--- config.mk ---
export PLATFORM = sky130hd
export DESIGN_NAME = egress_shaper
export DESIGN_NICKNAME = d
export VERILOG_FILES = /design/src/rtl/shaper_pkg.sv /design/src/rtl/shaper_step_timer.sv /design/src/rtl/shaper_size_calc.sv /design/src/rtl/shaper_fill.sv /design/src/rtl/egress_shaper.sv
export SDC_FILE = /design/constraint.sdc
export NUM_CORES = 1
export LEC_CHECK = 0
export CAP_MARGIN = 20
export CORE_ASPECT_RATIO = 1.5
export CORE_MARGIN = 4
export CORE_UTILIZATION = 40
export CTS_CLUSTER_DIAMETER = 30
export DETAILED_ROUTE_END_ITERATION = 10
export GPL_ROUTABILITY_DRIVEN = 1
export SYNTH_ARGS = -nofsm -noshare
export SYNTH_HDL_FRONTEND = slang
export SYNTH_SLANG_ARGS = --single-unit
--- constraint.sdc ---
create_clock -name clk_i -period 14.1 [get_ports clk_i]
set_clock_uncertainty 0.05 [all_clocks]
set_input_delay 3.525 -clock clk_i [delete_from_list [all_inputs] [get_ports clk_i]]
set_output_delay 3.525 -clock clk_i [all_outputs]
set_load 0.02 [all_outputs]
--- src/rtl/shaper_pkg.sv ---
package shaper_pkg;
  typedef enum logic [1:0] {
    CNT_FRAMES = 2'b00,
    CNT_L1     = 2'b01,
    CNT_L2     = 2'b10,
    CNT_L3     = 2'b11
  } cnt_mode_e;

  localparam int unsigned CFG_W    = 16;
  localparam int unsigned OVH_LSB  = 8;
  localparam int unsigned MODE_LSB = 14;
endpackage

--- src/rtl/shaper_step_timer.sv ---
module shaper_step_timer #(
  parameter int unsigned STEP_W = 14
) (
  input  logic              clk_i,
  input  logic              rst_ni,
  input  logic [STEP_W-1:0] step_i,
  input  logic              restart_i,
  output logic              expire_o
);
  logic [STEP_W-1:0] cnt_q;

  assign expire_o = (step_i != '0) && (cnt_q >= step_i - STEP_W'(1));

  always_ff @(posedge clk_i or negedge rst_ni) begin
    if (!rst_ni)                                        cnt_q <= '0;
    else if (restart_i || step_i == '0 || expire_o)    cnt_q <= '0;
    else                                                cnt_q <= cnt_q + STEP_W'(1);
  end

  p_timer_wrap_r8: assert property (@(posedge clk_i) disable iff (!rst_ni)
    expire_o |=> cnt_q == '0);
endmodule

--- src/rtl/shaper_size_calc.sv ---
module shaper_size_calc
  import shaper_pkg::*;
#(
  parameter int unsigned LEN_W  = 14,
  parameter int unsigned OVH_W  = 4,
  parameter int unsigned SIZE_W = LEN_W + 1
) (
  input  cnt_mode_e         mode_i,
  input  logic [LEN_W-1:0]  len_l1_i,
  input  logic [LEN_W-1:0]  len_l2_i,
  input  logic [LEN_W-1:0]  len_l3_i,
  input  logic [OVH_W-1:0]  ovh_i,
  output logic [SIZE_W-1:0] size_o
);
  logic [LEN_W-1:0]  len_sel;
  logic [SIZE_W-1:0] ovh_bytes;

  assign ovh_bytes = SIZE_W'(ovh_i) << 2;

  always_comb begin
    unique case (mode_i)
      CNT_L1:  len_sel = len_l1_i;
      CNT_L2:  len_sel = len_l2_i;
      CNT_L3:  len_sel = len_l3_i;
      default: len_sel = '0;
    endcase
  end

  assign size_o = (mode_i == CNT_FRAMES) ? SIZE_W'(1) : SIZE_W'(len_sel) + ovh_bytes;
endmodule

--- src/rtl/shaper_fill.sv ---
module shaper_fill #(
  parameter int unsigned FILL_W = 15,
  parameter int unsigned DEC_W  = 8
) (
  input  logic              clk_i,
  input  logic              rst_ni,
  input  logic              clr_i,
  input  logic              dec_en_i,
  input  logic [DEC_W-1:0]  dec_i,
  input  logic              add_en_i,
  input  logic [FILL_W-1:0] add_i,
  output logic              empty_o
);
  logic [FILL_W-1:0] fill_q, sub, fill_d;
  logic [FILL_W:0]   sum;

  always_comb begin
    sub = fill_q;
    if (dec_en_i) sub = (fill_q > FILL_W'(dec_i)) ? fill_q - FILL_W'(dec_i) : '0;
    sum = {1'b0, sub} + {1'b0, (add_en_i ? add_i : '0)};
    if (clr_i)             fill_d = '0;
    else if (sum[FILL_W])  fill_d = '1;
    else                   fill_d = sum[FILL_W-1:0];
  end

  always_ff @(posedge clk_i or negedge rst_ni) begin
    if (!rst_ni) fill_q <= '0;
    else         fill_q <= fill_d;
  end

  assign empty_o = (fill_q == '0);

  p_hold_r8: assert property (@(posedge clk_i) disable iff (!rst_ni)
    (!clr_i && !dec_en_i && !add_en_i) |=> $stable(fill_q));
  p_drain_r8: assert property (@(posedge clk_i) disable iff (!rst_ni)
    (dec_en_i && !add_en_i && !clr_i && fill_q != '0 && dec_i != '0) |=> fill_q < $past(fill_q));
  p_clear_r3: assert property (@(posedge clk_i) disable iff (!rst_ni)
    clr_i |=> fill_q == '0);
endmodule

--- src/rtl/egress_shaper.sv ---
module egress_shaper
  import shaper_pkg::*;
#(
  parameter int unsigned LEN_W  = 14,
  parameter int unsigned DEC_W  = 8,
  parameter int unsigned OVH_W  = 4,
  parameter int unsigned STEP_W = 14
) (
  input  logic             clk_i,
  input  logic             rst_ni,
  input  logic             cfg_we_i,
  input  logic             cfg_sel_i,
  input  logic [15:0]      cfg_data_i,
  input  logic             req_i,
  input  logic [LEN_W-1:0] len_l1_i,
  input  logic [LEN_W-1:0] len_l2_i,
  input  logic [LEN_W-1:0] len_l3_i,
  output logic             grant_o,
  input  logic             tx_done_i
);
  // frame size never exceeds max length + 60, so this width cannot saturate
  localparam int unsigned SIZE_W = LEN_W + 1;

  logic [DEC_W-1:0]  dec_q;
  logic [OVH_W-1:0]  ovh_q;
  cnt_mode_e         mode_q;
  logic [STEP_W-1:0] step_q;
  logic              busy_q, bypass, empty, expire, restart;
  logic [SIZE_W-1:0] size_now, size_q;

  always_ff @(posedge clk_i or negedge rst_ni) begin
    if (!rst_ni) begin
      dec_q  <= DEC_W'(1);
      ovh_q  <= '0;
      mode_q <= CNT_FRAMES;
      step_q <= '0;
    end else if (cfg_we_i) begin
      if (!cfg_sel_i) begin
        dec_q <= cfg_data_i[DEC_W-1:0];
        ovh_q <= cfg_data_i[OVH_LSB +: OVH_W];
      end else begin
        mode_q <= cnt_mode_e'(cfg_data_i[MODE_LSB +: 2]);
        step_q <= cfg_data_i[STEP_W-1:0];
      end
    end
  end

  assign restart = cfg_we_i && cfg_sel_i;
  assign bypass  = (step_q == '0);
  assign grant_o = !busy_q && req_i && (bypass || empty);

  always_ff @(posedge clk_i or negedge rst_ni) begin
    if (!rst_ni) begin
      busy_q <= 1'b0;
      size_q <= '0;
    end else if (grant_o) begin
      busy_q <= 1'b1;
      size_q <= size_now;
    end else if (tx_done_i) begin
      busy_q <= 1'b0;
    end
  end

  shaper_step_timer #(.STEP_W(STEP_W)) u_timer (
    .clk_i, .rst_ni, .step_i(step_q), .restart_i(restart), .expire_o(expire)
  );

  shaper_size_calc #(.LEN_W(LEN_W), .OVH_W(OVH_W), .SIZE_W(SIZE_W)) u_size (
    .mode_i(mode_q), .len_l1_i, .len_l2_i, .len_l3_i, .ovh_i(ovh_q), .size_o(size_now)
  );

  shaper_fill #(.FILL_W(SIZE_W), .DEC_W(DEC_W)) u_fill (
    .clk_i, .rst_ni, .clr_i(bypass), .dec_en_i(expire), .dec_i(dec_q),
    .add_en_i(busy_q && tx_done_i), .add_i(size_q), .empty_o(empty)
  );

  p_one_grant_r4: assert property (@(posedge clk_i) disable iff (!rst_ni)
    grant_o |=> !grant_o);
  p_hold_busy_r4: assert property (@(posedge clk_i) disable iff (!rst_ni)
    (grant_o && !tx_done_i) |=> !grant_o);
  p_frame_size_r6: assert property (@(posedge clk_i) disable iff (!rst_ni)
    (grant_o && mode_q == CNT_FRAMES) |=> size_q == SIZE_W'(1));
  p_grant_empty_r5: assert property (@(posedge clk_i) disable iff (!rst_ni)
    (grant_o && !bypass) |-> empty);
endmodule

; Word level (Yosys, flattened, before mapping)
; Index checks and enable logic that the tools add are counted.
[classes]
bitwise = 1
n_reduce_logical = 16
magnitude_cmp = 2
mux = 10
n_addsub = 5
eq_ne = 3
[op_table]
columns = operator, count
row1 = $mux 15, 6
row2 = $pmux 14 s3, 1
row3 = $add 15x15->16, 1
row4 = $add 14x6->15, 1
row5 = $gt 15x8->1, 1
row6 = $logic_not 15->1, 1
row7 = $sub 15x8->15, 1
row8 = $add 14x1->14 const B, 1
row9 = $ge 14x14->1, 1
row10 = $logic_not 14->1, 1
row11 = $mux 14, 1
row12 = $reduce_bool 14->1, 1
row13 = $sub 14x1->14 const B, 1
row14 = $logic_and 1x1->1, 5
row15 = $eq 2x2->1 const B, 2
row16 = $reduce_and 2->1, 2
row17 = $logic_or 1x1->1, 3
row18 = $eq 2x1->1 const B, 1
row19 = $logic_not 2->1, 1
row20 = $mux 1, 2
row21 = $reduce_bool 2->1, 1
row22 = $logic_not 1->1, 1
row23 = $not 1->1, 1
[totals]
output_inout_bits = 1
register_bits = 73

; Depth between registers and ports, before layout
; Gate-level depths: netlist of the first run.
[logic_depth]
ltp_word = 7
ltp_mapped = 24
ltp_nobuf = 22

; Hierarchy
; From an unflattened synthesis of the first run, not the netlist that was laid out.
[unflattened]
cells_unflattened = 570
area_unflattened_um2 = 5585.4
[modules_own_cells]
columns = module, instances, cells_per_inst, area_each_um2, seq_area_each_um2
row1 = shaper_fill, 1, 245, 1929.4, 375.4
row2 = egress_shaper, 1, 103, 1697.9, 1102.3
row3 = shaper_step_timer, 1, 135, 1271.2, 350.3
row4 = shaper_size_calc, 1, 87, 686.9, 0.0

; Worst setup path before layout of the first run
; OpenSTA, ideal clock, no wires.
[synth_timing]
kind = input port to output port
startpoint = input port req_i
endpoint = output port grant_o
slack_ns = 6.518
path_stages = 3
t_required_ns = 10.525
arrival_ns = 4.007
cell_sequence = nand3_4 clkbuf_1 inv_1
[synth_between]
elab_chain_len = 2
[synth_lines]
columns = element, line_no
row1 = start: declaration, egress_shaper.sv:14  ; input logic req_i,
row2 = $logic_and 1x1->1 (2 in a row), egress_shaper.sv:50  ; assign grant_o = !busy_q && req_i && (bypass || empty);
row3 = end: declaration, egress_shaper.sv:18  ; output logic grant_o,
; Every way passes these cells.

; Final worst setup path of the first run
; Ends and elaborated chain as after synthesis.

==> out/metrics.csv, run 1 <==
metric,value,unit
max-cap violation count,0,
post-synthesis sequential area ratio,0.3387,
Synth Cell Area,0.005396,mm^2
layout cells sized above 1,0.1034,
RSZ-0062 raised after global routing,false,
vias per cell,5.574,
vias in the first global route,4481,
Post-synth EDFFs,0,
CP most frequent cell,clkdlybuf4s50_1,
Tcrit/Tclk final,0.6096,
Fin. Hold Viols,0,
worst slew pin tran,1.047,ns
Layout fillers,1231,
TritonCTS clock tree,yes,
CTS Buffer Depth,2,
Hold Crit Depth,2,
Die Area,0.01545,mm^2
crit path DAT,5.02,ns
post_cts resized,0,
Mapped Avg Cell Area,9.225,um^2
post-synthesis register bit count,73,
# placed instances,790,
Final setup viols,0,
Required @ worst endpoint,10.52,ns
Worst-path clk slew,0.05,ns
Worst Setup End Kind,output pin,
clock period minus final worst setup slack,8.596,ns
status,finished clean,
Hold Path Origin,size_q[11],
Cell variety after synth,62,
DRC Markers,0,
Critical R2R Capture,u_fill.fill_q[1],
largest net degree at the start of global routing,74,
reg2reg start,step_q[3],
hold_buf cts,0,
Rel. slew slack,0.2959,
Inserted Diodes,0,
cells after synthesis,585,
DR vias,4498,
final slew viol count,0,
CTS buffer count,9,
ys flop type,dfrtp_1,
r2r setup slk,7.70,ns
1st-pass router iterations,4,
Hold Path End,size_q[11],
"Max FO, Critical Path",32,
pwr/cell area,147.0,mW/mm^2
# IOs,65,
Leak,2.826,nW
# rows,51,
Seq. cell area,0.001828,mm^2
initial antenna violation count,0,
"FFs w/ async S/R, synth",1.000,
Sum Neg Setup Slack,0,ns
DRT iter0 DRCs,128,
CP max-delay cell,clkdlybuf4s50_1,
fin cells,807,
core box area,0.01308,mm^2
CTS H-tree depth,3,
hpwl dp,9793,um
Reg2Reg Depth,19,
"commonest non-fill, non-tap cell in the layout",dfrtp_1,
Routed WL,12430,um
clk root buf,clkbuf_16,
clk_lat worst skew,0.33,ns
Routed Antenna Nets,0,
Startpoint Class,primary input,
fmax,116.3,MHz
"Cell Chain, Critical Path",clkdlybuf4s50_1 -> nand3_4 -> inv_1 -> clkdlybuf4s50_1,
GRT Util Overall,0.1683,
Synth Warn #,0,
fin nets,753,
grt ovf,0,
die extent in x,102.8,um
Setup CP Type,primary input to output pin,
number of port buffers,64,
Hold/Removal Path Class,flip-flop to flip-flop,
RePlAce Congestion,0.8418,
drt wl/cell,15.40,um
Die Ht,150.3,um
Area Overhead vs Synth,20.68,%
post-CTS setup repair buffer count,0,
Max stage delay on crit path,0.61,ns
clk sinks,73,
area taken by multi-input logic gates,0.003378,mm^2
Starting Density,0.4125,
most frequent cells in the layout,"dfrtp_1 (72), clkdlybuf4s50_1 (63), nor2_1 (47), o21ai_0 (47)",
Mapped Nets,695,
first-pass GRT wire length,20690,um
Peak VDD IR,0.00005777,V
==> critical path, delay by kind of cell <==
kind | cells | cell delay (ns)
buffers and inverters | 3 | 1.23
AND/OR/NAND/NOR | 1 | 0.25
==> state kept, by name (all words and copies together) (netlist names) <==
name and count:
mode_q 2, step_q 14, u_fill.fill_q 15, ovh_q 4, size_q 15, u_timer.cnt_q 14, dec_q 8, busy_q 1
==> worst max-delay path by stage <==
stage | depth (start not counted) | slack, ns | startpoint | end
after floorplan | 3 | 6.52 | req_i | grant_o
after global placement | 4 | 5.49 | req_i | grant_o
after detailed placement | 4 | 5.51 | req_i | grant_o
after CTS | 4 | 5.50 | req_i | grant_o
after global routing | 4 | 5.43 | req_i | grant_o
final | 4 | 5.50 | req_i | grant_o
==> report_power, final <==
| group | switching [W] | leakage (nW) | total (W) | internal (W) |
|---|---|---|---|---|
| combinational | 0.000195 | 1.73 | 0.000373 | 0.000178 |
| clock | 0.0000877 | 0.173 | 0.000271 | 0.000183 |
| sequential | 0.0000516 | 0.927 | 0.000314 | 0.000262 |
==> metal layers <==
metal	track usage	routed length [um]	up-vias
li1	-	-	2260
met1	0.1943	5088	2128
met2	0.3072	6610	94
met3	0.02689	492	16
met4	0.06092	240	0
met5	0	0	-
==> final cells by class <==
class	instances	area share
inverters	23	0.01326
clock inverters	4	0.01518
repair buffers	68	0.1022
well taps	159	0.03055
clock buffers	12	0.03939
multi-input cells	468	0.5187
flip-flops and latches	73	0.2807
==> synthesized netlist by cell type (all sizes together), types with 2 or more instances <==
cell	n	area (um^2)
a21o	9	67.56
fa	3	60.06
nor4b	2	23.77
mux2	36	405.4
nor2	48	187.7
dfrtp	72	1802
nor3	13	65.06
o211ai	3	22.52
a22o	11	96.34
nor3b	2	15.01
or4	4	33.78
clkbuf	10	37.54
o21ai	50	261.5
nand2b	6	37.54
xnor2	27	236.5
nand3	17	97.60
mux2i	3	30.03
o21a	8	60.06
nand4	8	50.05
a21oi	37	185.2
ha	43	538.0
xor2	18	157.7
nor4	8	56.30
inv	23	86.33
buf	11	66.31
a31oi	2	12.51
a221oi	2	17.52
and4	3	26.28
o31a	3	26.28
nor2b	6	37.54
or3	5	31.28
a211oi	7	57.55
o31ai	10	75.07
and3	15	93.84
nand2	43	161.4
==> per-stage QoR <==
stage / utilization / hold slack (ns) / area [um^2] / total power [W] / worst slack [ns]
after floorplan: - / 0.3850 / 5396 / 0.0005895 / 6.518
after global placement: 0.4701 / 0.4076 / 6150 / 0.0006773 / 5.492
after detailed placement: 0.4701 / 0.4121 / 6150 / 0.0006869 / 5.510
after CTS: 0.4973 / 0.4244 / 6505 / 0.0009635 / 5.498
after global routing: 0.4978 / 0.4425 / 6513 / 0.001030 / 5.433
final: 0.4978 / 0.4169 / 6513 / 0.0009571 / 5.504
==> cells by family (layout without fill, tap and decap cells) <==
group                      after synthesis  in the layout  share of synthesized area
AOI/OAI and AO/OA                      153            153                     0.1813
xor gates and xnor gates                45             45                    0.07304
adders and majority gates               46             46                     0.1108
buffers and inverters                   44            107                    0.03524
DFF                                     73             73                     0.3387
muxes                                   39             39                    0.08069
and+or+nand+nor                        185            185                     0.1802
Power figures use the tool's default switching activity.
==> run 2: changes to the inputs <==
- clock period: 14.1 -> 7.8 ns (I/O delays scaled with it)
==> out/metrics.csv, run 2 (synthesis gave the netlist of run 1 again) <==
metric,value,unit,change
Required @ worst endpoint,7.95,ns,-2.57 ns
DRT iter0 DRCs,158,,+23%
max-cap violation count,0,,unchanged
Hold Slack,0.4181,ns,+0.001273 ns
most frequent cells in the layout,"dfrtp_1 (72), clkdlybuf4s50_1 (63), nor2_1 (47), o21ai_0 (47)",,
initial antenna violation count,0,,unchanged
post-CTS setup repair buffer count,0,,unchanged
status,finished clean,,
Worst-path clk slew,0.06,ns,about the same
Leak,2.802,nW,-0.86%
Sum Neg Setup Slack,0,ns,unchanged
largest net degree at the start of global routing,74,,unchanged
clk_lat worst skew,0.34,ns,about the same
placed cell area,0.006142,mm^2,-0.12%
TritonCTS clock tree,yes,,
clock period minus final worst setup slack,6.109,ns,
DRC Markers,0,,unchanged
Area Overhead vs Synth,19.87,%,
Peak VDD IR,0.00008758,V,+52%
pwr/cell area,261.1,mW/mm^2,+78%
Hold/Removal Path Class,flip-flop to flip-flop,,
Die Ht,150.3,um,unchanged
worst slew pin tran,0.9587,ns,-0.08877 ns
CTS buffer count,9,,unchanged
die extent in x,102.8,um,unchanged
fmax,163.7,MHz,
RSZ-0062 raised after global routing,false,,
number of port buffers,64,,unchanged
area taken by multi-input logic gates,0.003378,mm^2,unchanged
final instance area,0.006469,mm^2,-0.67%
GRT Util Overall,0.1735,,+0.005261
Routed WL,12690,um,+2.1%
Fin. Hold Viols,0,,unchanged
CTS H-tree depth,3,,unchanged
vias per cell,5.597,,+0.41%
clk root buf,clkbuf_16,,
vias in the first global route,4643,,+3.6%
fin nets,752,,-0.13%
Starting Density,0.4125,,unchanged
crit path DAT,6.26,ns,+1.24 ns
post_cts resized,0,,unchanged
# rows,51,,unchanged
Routed Antenna Nets,0,,unchanged
first-pass GRT wire length,21380,um,+3.3%
RePlAce Congestion,0.8940,,+6.2%
drt wl/cell,15.75,um,+2.2%
CTS Buffer Depth,2,,unchanged
total power,0.001689,W,+76%
grt ovf,0,,unchanged
hpwl dp,9942,um,+1.5%
Rel. slew slack,0.3555,,+0.05967
Seq. cell area,0.001828,mm^2,unchanged
Startpoint Class,flip-flop,,
1st-pass router iterations,4,,unchanged
Largest regs,"size_q: 15 flops, u_fill.fill_q: 15 flops",,
"commonest non-fill, non-tap cell in the layout",dfrtp_1,,
DR vias,4511,,+0.29%
Worst Setup End Kind,flip-flop,,
Tcrit/Tclk final,0.7832,,
hold_buf cts,0,,unchanged
Final setup viols,0,,unchanged
Inserted Diodes,0,,unchanged
layout cells sized above 1,0.1020,,-0.001386
Die Area,0.01545,mm^2,unchanged
core box area,0.01308,mm^2,unchanged
Layout fillers,1221,,-0.81%
"Max FO, Critical Path",20,,-38%
clk sinks,73,,unchanged
final slew viol count,0,,unchanged
Setup CP Type,flip-flop to flip-flop,,
# IOs,65,,unchanged
pre-CTS setup slack,1.321,ns,-4.188 ns
final worst slack,1.691,ns,-3.813 ns
-- run 2: cell count changes in the layout (fill, tap and decap cells not counted) --
cell | previous run | this run
clkinvlp_4 | 0 | 1
buf_4 | 4 | 3
bufinv_16 | 3 | 2
clkbuf_8 | 2 | 0
clkinv_2 | 0 | 1
inv_6 | 0 | 1
-- run 2: metrics by stage --
stage	utilization	std cells
floorplan	-	585
global placement	0.4695	789
detailed placement	0.4695	789
CTS	0.4939	805
global route	0.4945	806
finish	0.4945	806
-- run 2: cell type report --
class / instances / share of cell area
multi-input cells: 468 / 0.5222
inverters: 23 / 0.01335
repair buffers: 67 / 0.1017
clock buffers: 10 / 0.03540
well taps: 159 / 0.03075
clock inverters: 6 / 0.01393
flip-flops and latches: 73 / 0.2826
-- run 2: worst max-delay path, cell delays in order, from the launching register on --
cell,delay [ns]
dfrtp_1,0.43
or4_4,0.58
nor4_1,0.36
and2_1,0.23
nand2_1,0.08
xor2_1,0.14
ha_1,0.30
and4_1,0.22
o211ai_1,0.12
o21a_1,0.40
nor4_2,0.90
nor3_1,0.19
ha_1,0.29
a211oi_1,0.32
nor4_1,0.13
a211oi_2,0.28
a41oi_1,0.28
a31oi_1,0.33
buf_4,0.23
a21oi_1,0.08
-- run 2: report_power, final --
part	switching [W]	internal, W
clock network	0.000164	0.000281
registers	0.0000958	0.000474
logic	0.000354	0.000321
total	0.000614	0.00108
-- run 2: per-layer routing --
| metal | global-route usage | wire, um | vias to the layer above |
|---|---|---|---|
| li1 | - | - | 2258 |
| met1 | 0.1970 | 5165 | 2122 |
| met2 | 0.3192 | 6714 | 108 |
| met3 | 0.03570 | 614 | 23 |
| met4 | 0.05444 | 199 | 0 |
| met5 | 0 | 0 | - |
-- run 2: worst paths after layout --
check | from | endpoint | slack (ns) | cells after the start
hold / removal | size_q[11] | size_q[11] | 0.42 | 2
setup reg to reg | step_q[3] | u_fill.fill_q[1] | 1.69 | 19
min in group asynchronous | rst_ni | u_timer.cnt_q[10] | 1.78 | 2
setup / recovery | step_q[3] | u_fill.fill_q[1] | 1.69 | 19
max in group asynchronous | rst_ni | size_q[12] | 5.33 | 2
hold reg to reg | size_q[11] | size_q[11] | 0.42 | 2
